<file path="src/rtl/ipi_mailbox_pkg.sv">
package ipi_mailbox_pkg;

    localparam int WORD_W     = 32;
    localparam int VEC_W      = 16;
    localparam int TGT_W      = 16;
    localparam int REG_ADDR_W = 2;

    typedef enum logic [REG_ADDR_W-1:0] {
        REG_SEND_ONE    = 2'd0,
        REG_SEND_EXCEPT = 2'd1,
        REG_RECV        = 2'd2,
        REG_OVF         = 2'd3
    } reg_sel_e;

endpackage

</file>
<file path="src/rtl/ipi_post_decode.sv">
module ipi_post_decode
    import ipi_mailbox_pkg::*;
#(
    parameter int N_CORES = 4
) (
    input  logic                  clk,
    input  logic                  rst_n,
    input  logic                  req,
    input  logic                  we,
    input  logic [REG_ADDR_W-1:0] addr,
    input  logic [WORD_W-1:0]     wdata,
    output logic [N_CORES-1:0]    push_mask,
    output logic [VEC_W-1:0]      push_vec
);

    typedef struct packed {
        logic [N_CORES-1:0] mask;
        logic [VEC_W-1:0]   vec;
    } post_t;

    post_t post_d, post_q;
    logic [TGT_W-1:0] tgt;

    assign tgt = wdata[TGT_W-1:0];

    always_comb begin
        post_d      = post_q;
        post_d.mask = '0;
        if (req && we) begin
            unique case (reg_sel_e'(addr))
                REG_SEND_ONE: begin
                    post_d.vec = wdata[WORD_W-1 -: VEC_W];
                    for (int i = 0; i < N_CORES; i++) begin
                        post_d.mask[i] = (tgt == TGT_W'(i));
                    end
                end
                REG_SEND_EXCEPT: begin
                    post_d.vec = wdata[WORD_W-1 -: VEC_W];
                    for (int i = 0; i < N_CORES; i++) begin
                        post_d.mask[i] = (tgt != TGT_W'(i));
                    end
                end
                default: ;
            endcase
        end
    end

    always_ff @(posedge clk or negedge rst_n) begin
        if (!rst_n) post_q <= '0;
        else        post_q <= post_d;
    end

    assign push_mask = post_q.mask;
    assign push_vec  = post_q.vec;

endmodule

</file>
<file path="src/rtl/ipi_fifo.sv">
module ipi_fifo
    import ipi_mailbox_pkg::*;
#(
    parameter int DEPTH = 8
) (
    input  logic             clk,
    input  logic             rst_n,
    input  logic             push,
    input  logic [VEC_W-1:0] push_vec,
    input  logic             pop,
    input  logic             flush,
    output logic [VEC_W-1:0] head_vec,
    output logic             busy,
    output logic             drop
);

    localparam int PTR_W = $clog2(DEPTH);
    localparam int CNT_W = $clog2(DEPTH + 1);

    typedef struct packed {
        logic [DEPTH-1:0][VEC_W-1:0] mem;
        logic [PTR_W-1:0]            rd;
        logic [PTR_W-1:0]            wr;
        logic [CNT_W-1:0]            cnt;
        logic                        busy;
    } fifo_t;

    fifo_t fifo_d, fifo_q;
    logic  popped;

    always_comb begin
        fifo_d = fifo_q;
        popped = 1'b0;
        drop   = 1'b0;
        if (flush) begin
            fifo_d.cnt = '0;
            fifo_d.rd  = fifo_q.wr;
        end else if (pop && (fifo_q.cnt != '0)) begin
            fifo_d.rd  = fifo_q.rd + 1'b1;
            fifo_d.cnt = fifo_q.cnt - 1'b1;
            popped     = 1'b1;
        end
        if (push) begin
            if (flush || popped || (fifo_q.cnt != CNT_W'(DEPTH))) begin
                fifo_d.mem[fifo_q.wr] = push_vec;
                fifo_d.wr             = fifo_q.wr + 1'b1;
                fifo_d.cnt            = fifo_d.cnt + 1'b1;
            end else begin
                drop = 1'b1;
            end
        end
        fifo_d.busy = (fifo_d.cnt != '0);
    end

    always_ff @(posedge clk or negedge rst_n) begin
        if (!rst_n) fifo_q <= '0;
        else        fifo_q <= fifo_d;
    end

    assign head_vec = fifo_q.mem[fifo_q.rd];
    assign busy     = fifo_q.busy;

endmodule

</file>
<file path="src/rtl/ipi_read_port.sv">
module ipi_read_port
    import ipi_mailbox_pkg::*;
#(
    parameter int N_CORES   = 4,
    parameter int CORE_ID_W = 2
) (
    input  logic                            clk,
    input  logic                            rst_n,
    input  logic                            req,
    input  logic                            we,
    input  logic [REG_ADDR_W-1:0]           addr,
    input  logic [CORE_ID_W-1:0]            core,
    input  logic [N_CORES-1:0][VEC_W-1:0]   heads,
    input  logic [N_CORES-1:0]              busy,
    input  logic [N_CORES-1:0]              drop,
    output logic [N_CORES-1:0]              pop,
    output logic [N_CORES-1:0]              flush,
    output logic                            rvalid,
    output logic [WORD_W-1:0]               rdata
);

    typedef struct packed {
        logic                rvalid;
        logic [WORD_W-1:0]   rdata;
        logic [N_CORES-1:0]  ovf;
    } rport_t;

    rport_t rp_d, rp_q;
    logic   recv_hit;

    assign recv_hit = req && (reg_sel_e'(addr) == REG_RECV);

    always_comb begin
        for (int i = 0; i < N_CORES; i++) begin
            pop[i]   = recv_hit && !we && (core == CORE_ID_W'(i));
            flush[i] = recv_hit &&  we && (core == CORE_ID_W'(i));
        end
    end

    always_comb begin
        rp_d        = rp_q;
        rp_d.rvalid = req && !we;
        rp_d.rdata  = '0;
        if (req && !we) begin
            unique case (reg_sel_e'(addr))
                REG_RECV: begin
                    for (int i = 0; i < N_CORES; i++) begin
                        if (pop[i] && busy[i]) rp_d.rdata = WORD_W'(heads[i]);
                    end
                end
                REG_OVF: begin
                    rp_d.rdata = WORD_W'(rp_q.ovf);
                    rp_d.ovf   = '0;
                end
                default: ;
            endcase
        end
        rp_d.ovf = rp_d.ovf | drop;
    end

    always_ff @(posedge clk or negedge rst_n) begin
        if (!rst_n) rp_q <= '0;
        else        rp_q <= rp_d;
    end

    assign rvalid = rp_q.rvalid;
    assign rdata  = rp_q.rdata;

endmodule

</file>
<file path="src/rtl/ipi_mailbox.sv">
module ipi_mailbox
    import ipi_mailbox_pkg::*;
#(
    parameter int N_CORES     = 4,
    parameter int QUEUE_DEPTH = 8,
    parameter int CORE_ID_W   = $clog2(N_CORES)
) (
    input  logic                  clk,
    input  logic                  rst_n,
    input  logic                  bus_req,
    input  logic                  bus_we,
    input  logic [REG_ADDR_W-1:0] bus_addr,
    input  logic [WORD_W-1:0]     bus_wdata,
    input  logic [CORE_ID_W-1:0]  bus_core,
    output logic                  bus_rvalid,
    output logic [WORD_W-1:0]     bus_rdata,
    output logic [N_CORES-1:0]    irq
);

    logic [N_CORES-1:0]            post_mask;
    logic [VEC_W-1:0]              post_vec;
    logic [N_CORES-1:0][VEC_W-1:0] heads;
    logic [N_CORES-1:0]            busy;
    logic [N_CORES-1:0]            drop;
    logic [N_CORES-1:0]            pop;
    logic [N_CORES-1:0]            flush;

    ipi_post_decode #(
        .N_CORES (N_CORES)
    ) post_i (
        .clk       (clk),
        .rst_n     (rst_n),
        .req       (bus_req),
        .we        (bus_we),
        .addr      (bus_addr),
        .wdata     (bus_wdata),
        .push_mask (post_mask),
        .push_vec  (post_vec)
    );

    for (genvar g = 0; g < N_CORES; g++) begin : g_queue
        ipi_fifo #(
            .DEPTH (QUEUE_DEPTH)
        ) fifo_i (
            .clk      (clk),
            .rst_n    (rst_n),
            .push     (post_mask[g]),
            .push_vec (post_vec),
            .pop      (pop[g]),
            .flush    (flush[g]),
            .head_vec (heads[g]),
            .busy     (busy[g]),
            .drop     (drop[g])
        );
    end

    ipi_read_port #(
        .N_CORES   (N_CORES),
        .CORE_ID_W (CORE_ID_W)
    ) rport_i (
        .clk    (clk),
        .rst_n  (rst_n),
        .req    (bus_req),
        .we     (bus_we),
        .addr   (bus_addr),
        .core   (bus_core),
        .heads  (heads),
        .busy   (busy),
        .drop   (drop),
        .pop    (pop),
        .flush  (flush),
        .rvalid (bus_rvalid),
        .rdata  (bus_rdata)
    );

    assign irq = busy;

endmodule

</file>
<file path="config.mk">
export PLATFORM = sky130hd
export DESIGN_NAME = ipi_mailbox
export DESIGN_NICKNAME = d
export VERILOG_FILES = /design/src/rtl/ipi_mailbox_pkg.sv /design/src/rtl/ipi_post_decode.sv /design/src/rtl/ipi_fifo.sv /design/src/rtl/ipi_read_port.sv /design/src/rtl/ipi_mailbox.sv
export SDC_FILE = /design/constraint.sdc
export NUM_CORES = 1
export LEC_CHECK = 0
export BUFFER_PORTS_ARGS = -buffer_cell sky130_fd_sc_hd__buf_2
export CORE_MARGIN = 2
export CORE_UTILIZATION = 40
export CTS_BUF_LIST = sky130_fd_sc_hd__clkbuf_4
export DETAILED_ROUTE_END_ITERATION = 12
export PLACE_DENSITY = 0.53
export SKIP_LAST_GASP = 1
export SYNTH_ARGS = -nofsm -noshare
export SYNTH_HDL_FRONTEND = slang
export SYNTH_SLANG_ARGS = --single-unit
export TNS_END_PERCENT = 10
</file>
<file path="constraint.sdc">
create_clock -name clk -period 5.1 [get_ports clk]
set_input_delay 0.51 -clock clk [delete_from_list [all_inputs] [get_ports clk]]
set_output_delay 0.51 -clock clk [all_outputs]
set_load 0.05 [all_outputs]
</file>
==> results.ini <==
[floorplanning]
coreArea_um2 = 68900
floorplan.rows = 96
dieArea_um2 = 72100
dieHeight_um = 268
initial_core_util_pct = 40.6
die_w_um = 268
pin_count = 77

[global_routing]
grt_pass1_vias = 17300
grt_max_degree = 117
grt_pass1_wl_um = 106000
grt.overflow.total = 0
grt_usage_pct = 19.8
grt_antenna_before_repair = 2

[timing]
max_freq_mhz = 297
finClkSkew_ns = 0.0583
hold_violations = 0
rsz0062_at_grt = false
setup_viol = 0
period_needed_ns = 3.37
relSlewSlack_pct = 12.6
final-max-slew-violation-count = 0
tns_ns = 0
tightest_slew_ns = 1.31
finalCritPeriodShare_pct = 66.0

[power]
swShare_pct = 31.5
switchingPower_w = 0.00502
combPwrFrac_pct = 27.3
p_leak_nw = 14.6
power_frac_seq_pct = 45.2
p_per_area_nw_per_um2 = 509
ir_drop_uv = 229
total_power_w = 0.0160
p_clk_share_pct = 27.5
cellInternalPower_w = 0.0109

[critical_path]
worstPathMaxFanout = 16
critPathKind = flop to flop
crit_path_end_kind = flop
cp-start-kind = flop
cp.arrival_ns = 4.21
cp.required_ns = 5.94
rr_worst_depth = 7

[place]
place_congestion = 0.788
dpl.hpwl_um = 42400
io_buffers = 60

[logic_synthesis]
synth_area_um2 = 28000
syn_area_per_cell_um2 = 14.9
syn_inst = 1874
ys.flop_type = dfrtp_1
synth_seq_cells = 597
synth_edf_count = 0
async_flop_share_pct = 100
synth.distinct_cells = 72
yosysSeqAreaShare_pct = 53.4
ys_warn_count = 0

[routing]
ant_nets = 0
wl_per_cell_um = 22.4
vias_per_cell = 5.34
post-route-drc-count = 0
totalWireLength_um = 68400
drtIter0Drc = 916
drtPass1Iterations = 5
vias = 16300

[final_layout]
drive_gt1_share_pct = 50.5
layout_common_cells = dfrtp_1, mux2_2, clkbuf_4
nFillCells = 6301
layout_commonest_cell = dfrtp_1
fin_nets = 2062
syn2layout_area_growth_pct = 12.0

[min_path]
min_path_cells = 5
hold_path_class = input pin to flop

[clock_network]
post_cts_buffers = 0
cts_root_buf = clkbuf_4
htree_levels = 4
numCtsBuffers = 167
cts_buffer_depth = 3
path_clk_slew_ns = 0.06
cts_tree = done
clk_latency_ns = 0.99
cts.sinks = 597

[status]
status = finished clean

[flow_run]
cap_violations = 0

## metrics by stage
step	setup WS (ns)	utilization (%)	cell area, um2	instances	hold slack [ns]
floorplan	2.33	-	28000	1889	0.214
CTS	1.69	45.4	31300	3045	0.000279
global placement	1.60	42.0	28900	2737	0.464
global route	1.49	45.5	31300	3048	0.122
detailed placement	1.56	42.0	28900	2737	0.475
finish	1.73	45.5	31300	3048	0.136
## power groups by stage
| stage | Sequential [W] | Clock, W | Combinational, W |
|---|---|---|---|
| finish | 0.00722 | 0.00439 | 0.00435 |
| global route | 0.00744 | 0.00484 | 0.00473 |
| CTS | 0.00723 | 0.00457 | 0.00443 |
| detailed placement | 0.00731 | 0 | 0.00440 |
| global placement | 0.00724 | 0 | 0.00430 |
| floorplan | 0.00662 | 0 | 0.00377 |
## worst paths after layout
| path | slack, ns | endpoint | from |
|---|---|---|---|
| setup / recovery | 1.73 | g_queue[2].fifo_i.fifo_q[117] | g_queue[2].fifo_i.fifo_q[1] |
| hold / removal | 0.14 | g_queue[2].fifo_i.fifo_q[10] | bus_core[0] |
| setup reg to reg | 1.73 | g_queue[2].fifo_i.fifo_q[117] | g_queue[2].fifo_i.fifo_q[1] |
| hold reg to reg | 0.48 | g_queue[1].fifo_i.fifo_q[81] | g_queue[1].fifo_i.fifo_q[81] |
| max in group asynchronous | 3.60 | g_queue[1].fifo_i.fifo_q[31] | rst_n |
| min in group asynchronous | 0.24 | g_queue[0].fifo_i.fifo_q[54] | rst_n |
## timing repair
item,CTS,global route
gates resized for setup,0,0
endpoints found under the hold margin,138,0
setup endpoints to repair,0,0
hold buffers,29,0
## logic make-up (layout without fill, tap and decap cells)
kind of cell	after synthesis	in the layout	share of synthesized area, %
compound gates	85	85	2.26
xor+xnor	35	35	1.10
fa+ha+maj	18	18	0.805
buf+inv	207	432	3.79
flops	597	597	53.4
mux	728	728	34.2
other cells	1	19	0.0134
simple gates	203	203	4.47
## metal layers
| layer | share of wire, % | wire [um] | track usage (%) |
|---|---|---|---|
| met5 | 0 | 0 | 0 |
| met4 | 2.2 | 1540 | 7.39 |
| met3 | 4.0 | 2710 | 4.26 |
| met2 | 47 | 31900 | 30.5 |
| met1 | 47 | 32200 | 27.6 |
## worst max-delay path, stage by stage, from the launching register on
cell	delay (ns)
dfrtp_1	0.44
inv_1	0.11
ha_1	0.24
inv_1	0.12
a2111oi_4	0.05
nor2b_1	0.47
nand4b_1	1.11
mux2_2	0.66
## Yosys cell counts, types with 7 or more instances
cell | count | share of area [%]
xor2_1 | 13 | 0.41
nand2_1 | 47 | 0.63
inv_1 | 12 | 0.16
dfrtp_1 | 597 | 53
buf_1 | 12 | 0.16
buf_2 | 40 | 0.72
nand4_1 | 7 | 0.16
xnor2_1 | 22 | 0.69
o21ai_0 | 17 | 0.30
nor2_1 | 36 | 0.48
nand3_1 | 13 | 0.23
o22ai_1 | 21 | 0.47
clkbuf_1 | 85 | 1.1
nor2b_1 | 15 | 0.34
mux2_2 | 529 | 21
mux2_1 | 11 | 0.44
mux2i_1 | 60 | 2.1
ha_1 | 18 | 0.80
a211oi_1 | 10 | 0.27
nor3_1 | 17 | 0.30
buf_4 | 54 | 1.4
mux4_2 | 128 | 10
## registers in the layout, summed over array words and instances (netlist names)
| name | cells |
|---|---|
| post_i.push_mask | 4 |
| g_queue.fifo_i.fifo_q | 552 |
| rport_i.rdata | 16 |
| g_queue.fifo_i.busy | 4 |
| rport_i.rvalid | 1 |
| post_i.push_vec | 16 |
| rport_i.rp_q | 4 |
## cell type report
cell class              count  area [um2]  area share (%)
inverters                  12        45.0           0.144
diodes                      3        7.51          0.0240
clock inverters            31         244           0.778
multi-input cells        1085       12000            38.4
flip-flops and latches    597       14900            47.7
repair buffers            141        1030            3.28
well taps                 931        1160            3.72
clock buffers             248        1860            5.94
Power figures use the tool's default switching activity.
